<file path="src/rtl/dib_pkg.sv">
package dib_pkg;

  typedef enum logic [2:0] {
    ST_HDR0,
    ST_HDR1,
    ST_PICK,
    ST_TRY_A,
    ST_TRY_B,
    ST_LIVE,
    ST_DEAD
  } bootState_t;

  typedef struct packed {
    logic hdrPhase;   // a header read owns the flash port
    logic hdrIdx;     // which image header is being read
    logic capHdr;     // header response arrives this cycle
    logic pickFirst;  // latch the first-choice image
    logic swapImg;    // switch to the other image
    logic selValid;   // a candidate image is active
  } ctrlStrobe_t;

endpackage

</file>
<file path="src/rtl/dib_ctrl.sv">
module dib_ctrl
  import dib_pkg::*;
(
  input  logic        clk,
  input  logic        rstN,
  input  logic        flRspValid,
  input  logic        statusValid,
  input  logic        statusOk,
  output ctrlStrobe_t strb,
  output logic        bootFail
);

  bootState_t state, stateNxt;

  always_ff @(posedge clk) begin
    if (!rstN) state <= ST_HDR0;
    else       state <= stateNxt;
  end

  always_comb begin
    stateNxt = state;
    unique case (state)
      ST_HDR0:  if (flRspValid) stateNxt = ST_HDR1;
      ST_HDR1:  if (flRspValid) stateNxt = ST_PICK;
      ST_PICK:  stateNxt = ST_TRY_A;
      ST_TRY_A: if (statusValid) stateNxt = statusOk ? ST_LIVE : ST_TRY_B;
      ST_TRY_B: if (statusValid) stateNxt = statusOk ? ST_LIVE : ST_DEAD;
      ST_LIVE:  stateNxt = ST_LIVE;
      ST_DEAD:  stateNxt = ST_DEAD;
      default:  stateNxt = ST_HDR0;
    endcase
  end

  always_comb begin
    strb           = '0;
    strb.hdrPhase  = (state == ST_HDR0) || (state == ST_HDR1);
    strb.hdrIdx    = (state == ST_HDR1);
    strb.capHdr    = strb.hdrPhase && flRspValid;
    strb.pickFirst = (state == ST_PICK);
    strb.swapImg   = (state == ST_TRY_A) && statusValid && !statusOk;
    strb.selValid  = (state == ST_TRY_A) || (state == ST_TRY_B) || (state == ST_LIVE);
  end

  assign bootFail = (state == ST_DEAD);

  AST_HDR_WAIT: assert property (@(posedge clk) disable iff (!rstN)
    (state == ST_HDR0 && !flRspValid) |=> (state == ST_HDR0));

  AST_HDR_ORDER: assert property (@(posedge clk) disable iff (!rstN)
    (state == ST_HDR1 && !flRspValid) |=> (state == ST_HDR1));

  AST_EARLY_STATUS: assert property (@(posedge clk) disable iff (!rstN)
    (state == ST_HDR0 || state == ST_HDR1 || state == ST_PICK)
      |=> !(state == ST_LIVE || state == ST_DEAD || state == ST_TRY_B));

  AST_DEAD_STICKY: assert property (@(posedge clk) disable iff (!rstN)
    (state == ST_DEAD) |=> (state == ST_DEAD));

endmodule

</file>
<file path="src/rtl/dib_datapath.sv">
module dib_datapath
  import dib_pkg::*;
#(
  parameter int ADDR_W   = 20,
  parameter int DATA_W   = 32,
  parameter int HDR_OFF  = 'h24,
  parameter int FLAG_BIT = 10,
  parameter int VER_LSB  = 16,
  parameter int VER_W    = 16
) (
  input  logic              clk,
  input  logic              rstN,
  input  ctrlStrobe_t       strb,
  input  logic [ADDR_W-1:0] cfgOffset,
  input  logic [ADDR_W-1:0] cfgSize,
  input  logic [DATA_W-1:0] rspData,
  input  logic              accValid,
  input  logic [ADDR_W-1:0] accAddr,
  output logic              flReqValid,
  output logic [ADDR_W-1:0] flReqAddr,
  output logic              selImage,
  output logic              remapEn
);

  localparam int NUM_IMG = 2;
  localparam logic [ADDR_W-1:0] HDR_ADDR = ADDR_W'(HDR_OFF);

  logic [VER_W-1:0] verReg [NUM_IMG];
  logic             unusedHdrBits;

  assign unusedHdrBits = ^rspData;

  for (genvar g = 0; g < NUM_IMG; g++) begin : gImgVer
    always_ff @(posedge clk) begin
      if (!rstN) begin
        verReg[g] <= '0;
      end else if (strb.capHdr && (strb.hdrIdx == 1'(g))) begin
        verReg[g] <= rspData[FLAG_BIT] ? rspData[VER_LSB +: VER_W] : '0;
      end
    end
  end

  always_ff @(posedge clk) begin
    if (!rstN)               selImage <= 1'b0;
    else if (strb.pickFirst) selImage <= (verReg[1] > verReg[0]);
    else if (strb.swapImg)   selImage <= ~selImage;
  end

  assign remapEn = strb.selValid && selImage;

  logic [ADDR_W-1:0] hdrAddr;
  logic [ADDR_W-1:0] accOut;
  logic              inWindow;

  assign hdrAddr  = strb.hdrIdx ? (cfgOffset + HDR_ADDR) : HDR_ADDR;
  assign inWindow = (accAddr < cfgSize);
  assign accOut   = (remapEn && inWindow) ? (accAddr + cfgOffset) : accAddr;

  assign flReqValid = strb.hdrPhase ? 1'b1 : accValid;
  assign flReqAddr  = strb.hdrPhase ? hdrAddr : accOut;

  AST_SWAP_FLIPS: assert property (@(posedge clk) disable iff (!rstN)
    strb.swapImg |=> (selImage != $past(selImage)));

  AST_SEL_HOLD: assert property (@(posedge clk) disable iff (!rstN)
    (!strb.pickFirst && !strb.swapImg) |=> $stable(selImage));

  AST_PASS_HIGH: assert property (@(posedge clk) disable iff (!rstN)
    (!strb.hdrPhase && accValid && accAddr >= cfgSize) |-> (flReqAddr == accAddr));

endmodule

</file>
<file path="src/rtl/dual_image_boot_sel.sv">
module dual_image_boot_sel
  import dib_pkg::*;
#(
  parameter int ADDR_W   = 20,
  parameter int DATA_W   = 32,
  parameter int HDR_OFF  = 'h24,
  parameter int FLAG_BIT = 10,
  parameter int VER_LSB  = 16,
  parameter int VER_W    = 16
) (
  input  logic              clk,
  input  logic              rstN,
  input  logic [ADDR_W-1:0] cfgOffset,
  input  logic [ADDR_W-1:0] cfgSize,
  output logic              flReqValid,
  output logic [ADDR_W-1:0] flReqAddr,
  input  logic              flRspValid,
  input  logic [DATA_W-1:0] flRspData,
  input  logic              accValid,
  input  logic [ADDR_W-1:0] accAddr,
  input  logic              statusValid,
  input  logic              statusOk,
  output logic              selValid,
  output logic              selImage,
  output logic              remapEn,
  output logic              bootFail
);

  ctrlStrobe_t strb;

  dib_ctrl i_ctrl (
    .clk         (clk),
    .rstN        (rstN),
    .flRspValid  (flRspValid),
    .statusValid (statusValid),
    .statusOk    (statusOk),
    .strb        (strb),
    .bootFail    (bootFail)
  );

  dib_datapath #(
    .ADDR_W   (ADDR_W),
    .DATA_W   (DATA_W),
    .HDR_OFF  (HDR_OFF),
    .FLAG_BIT (FLAG_BIT),
    .VER_LSB  (VER_LSB),
    .VER_W    (VER_W)
  ) i_dp (
    .clk        (clk),
    .rstN       (rstN),
    .strb       (strb),
    .cfgOffset  (cfgOffset),
    .cfgSize    (cfgSize),
    .rspData    (flRspData),
    .accValid   (accValid),
    .accAddr    (accAddr),
    .flReqValid (flReqValid),
    .flReqAddr  (flReqAddr),
    .selImage   (selImage),
    .remapEn    (remapEn)
  );

  assign selValid = strb.selValid;

  AST_FAIL_QUIET: assert property (@(posedge clk) disable iff (!rstN)
    bootFail |-> (!selValid && !remapEn));

  AST_FAIL_HOLD: assert property (@(posedge clk) disable iff (!rstN)
    bootFail |=> bootFail);

endmodule

</file>
<file path="config.mk">
export PLATFORM = sky130hd
export DESIGN_NAME = dual_image_boot_sel
export DESIGN_NICKNAME = d
export VERILOG_FILES = /design/src/rtl/dib_pkg.sv /design/src/rtl/dib_ctrl.sv /design/src/rtl/dib_datapath.sv /design/src/rtl/dual_image_boot_sel.sv
export SDC_FILE = /design/constraint.sdc
export NUM_CORES = 1
export LEC_CHECK = 0
export ABC_AREA = 1
export CAP_MARGIN = 40
export CORE_ASPECT_RATIO = 1.5
export CORE_UTILIZATION = 47
export CTS_CLUSTER_DIAMETER = 120
export DETAILED_ROUTE_END_ITERATION = 10
export PLACE_DENSITY_LB_ADDON = 0.2
export SYNTH_ARGS = -nofsm -noshare
export SYNTH_HDL_FRONTEND = slang
export SYNTH_SLANG_ARGS = --single-unit
</file>
<file path="constraint.sdc">
create_clock -name clk -period 4.8 [get_ports clk]
set_input_delay 0.72 -clock clk [delete_from_list [all_inputs] [get_ports clk]]
set_output_delay 0.72 -clock clk [all_outputs]
set_load 0.03 [all_outputs]
</file>
==> flow_summary.ini <==
[power]
p_int_mw = 0.928
combinationalPowerShare_pct = 56.2
clock_power_share_pct = 18.6
seq_power_share_pct = 25.2
max-vdd-ir-drop_mv = 0.277
switchingPower_mw = 0.704
powerDensity_nw_per_um2 = 275
sw_frac_of_total_pct = 43.1
leakage_nw = 3.00

[place]
port_buffers = 107
placed_area_um2 = 5800
dp_hpwl_mm = 11.0
dp_cells = 946
place_congestion = 0.967

[global_routing]
grt_pass1_vias = 4948
grt_pass1_wl_mm = 21.5
grt_antenna_before_repair = 0
grt_max_degree = 23
grt_usage_pct = 27.9
globalRouteOverflowTotal = 0

[floorplanning]
rows = 43
die_w_um = 82.7
initial_core_util_pct = 49.1
die_area_um2 = 10200
die_h_um = 123
core_region_area_um2 = 9360
io_pins = 123

[finish]
finalInstanceArea_um2 = 5930
area_growth_pct = 29.1
final_cells = 953
fill_cells = 880
layout-drive-gt1-share_pct = 2.97
final_nets = 995
num_antenna_cells = 0

[yosys]
synth_top_area_share_pct = 20.9
syn-num-nets = 889
postSynthCellCount = 735
avgSynthCellArea_um2 = 6.25
synth_area_leaders = edfxtp_1 (21%), nand2_1 (19%), ha_1 (15%)
yosysWarnings = 0
synth_top_cells_by_count = nand2_1 (230), inv_1 (151), ha_1 (55)
syn-cell-area_um2 = 4600
synth_area_leader_cell = edfxtp_1
synth_cell_types = 37
synth-edff-count = 32
yosysMostFrequentCell = nand2_1
ys_async_sr_fraction_pct = 0
ys_seq_elements = 36
ys_seq_area_share_pct = 22.7
ys.flop_type = edfxtp_1

[sta]
slew-limit-headroom_pct = 48.3
finalSetupTns_ps = 0
hold_viol_final = 0
tightestPinTransition_ps = 773
report.final.slew_viol_count = 0
rsz0062_at_grt = no
period_share_pct = 93.5
fin_skew_ps = 1.84
setup_viol_count_final = 0
fmax_ghz = 0.223
fin_crit_ps = 4490

[cts]
cts.clk_slew.worst_paths_ps = 50
cts_hold_buf = 0
numCtsBuffers = 5
clockRootBuffer = clkbuf_16
clock_path_buffers = 2
htree_num_levels = 2
cts_sinks = 36
postCtsSetupRepairBufs = 0
worstSkewPairLatency_ps = 280
cts_tree = done
ctsResizeCount = 0

[detailed_routing]
route.vias.total = 5000
drcViolationCount = 0
wirelength_mm = 13.6
avgRoutedWirePerCell_um = 14.2
vias_per_cell = 5.25
firstDrtPassIters = 5
drtIter0Drc = 218
drtAntennaViolNets = 0

[worst_hold_path]
hp-class = flip-flop to flip-flop

[critical_path]
cp.arrival_ps = 3770
cp.required_ps = 4080
cp_max_fo = 3
setup.worst_path.class = primary input to primary output
end_kind = primary output
cp-start-kind = primary input

[run]
max_cap_violations = 0

[status]
status = finished, final reports clean
layer usage:
metal / GRT usage (%) / vias to the layer above / wire length, um
met5: 0 / - / 0
li1: - / 2556 / -
met1: 28.4 / 2271 / 5030
met4: 14.8 / 0 / 472
met3: 2.51 / 37 / 591
met2: 53.7 / 136 / 7480
cell type report:
type	instances	area, um^2	share of cell area (%)
Inverter	153	574	9.68
Tap cell	112	140	2.36
Timing Repair Buffer	110	1120	18.8
Clock buffer	5	125	2.11
Sequential cell	36	1040	17.5
Clock inverter	2	7.51	0.127
Multi-Input combinational cell	535	2930	49.4
through the flow:
| stage | power (mW) | worst slack (ps) | util, % | hold slack (ps) |
|---|---|---|---|---|
| final | 1.63 | 312 | 63.4 | 584 |
| after global routing | 1.74 | 251 | 63.4 | 613 |
| after CTS | 1.64 | 362 | 63.4 | 581 |
| after detailed placement | 1.33 | 372 | 61.9 | 572 |
| after global placement | 1.30 | 420 | 61.5 | 549 |
| after floorplan | 0.968 | 1620 | - | 522 |
worst paths after layout:
check                               start                          endpoint  slack (ps)  cells past startpoint
max                          cfgOffset[0]                     flReqAddr[14]         310                     16
min          i_ctrl.state[1]$_SDFFE_PN0P_      i_ctrl.state[1]$_SDFFE_PN0P_         580                      2
max reg2reg  i_ctrl.state[0]$_SDFFE_PN0P_  i_dp.verReg[1][15]$_SDFFCE_PN0P_        2030                      4
min reg2reg  i_ctrl.state[1]$_SDFFE_PN0P_      i_ctrl.state[1]$_SDFFE_PN0P_         580                      2
power groups by stage:
| stage | clock, mW | sequential, mW | combinational, mW |
|---|---|---|---|
| floorplan | 0 | 0.417 | 0.552 |
| global placement | 0 | 0.415 | 0.886 |
| detailed placement | 0 | 0.418 | 0.911 |
| CTS | 0.307 | 0.412 | 0.916 |
| global route | 0.320 | 0.418 | 0.999 |
| finish | 0.303 | 0.412 | 0.917 |
layout by cell type, fill, tap and decap left out, drive strengths merged, types with 6 or more instances in the layout:
cell	n
ha	55
clkdlybuf4s50	107
nor3	40
xnor2	7
nor2	54
nand3	48
a21oi	44
nand2	233
edfxtp	32
inv	153
o21ai	17
nand3b	6
worst max-delay path, cell delays in order:
cell and delay [ps]:
clkdlybuf4s50_1 490, ha_1 220, inv_1 70, fa_1 410, inv_1 110, nand2_1 50
nand2_1 80, nand2_1 80, o21ai_0 340, nand2_1 180, nand2_1 100, nand2_1 50
nand3_1 80, nand2_1 50, nand2_1 60, clkdlybuf4s50_1 680
flip-flops by register name, indices dropped and copies added (netlist names):
signal	flops
i_ctrl.state	3
i_dp.selImage	1
i_dp.verReg	32
logic make-up after synthesis:
| group | synth area share, % |
|---|---|
| compound gates | 9.18 |
| buf+inv | 13.8 |
| flops | 22.7 |
| fa+ha+maj | 15.4 |
| xor+xnor | 1.91 |
| simple gates | 37.1 |
Power figures use the tool's default switching activity.
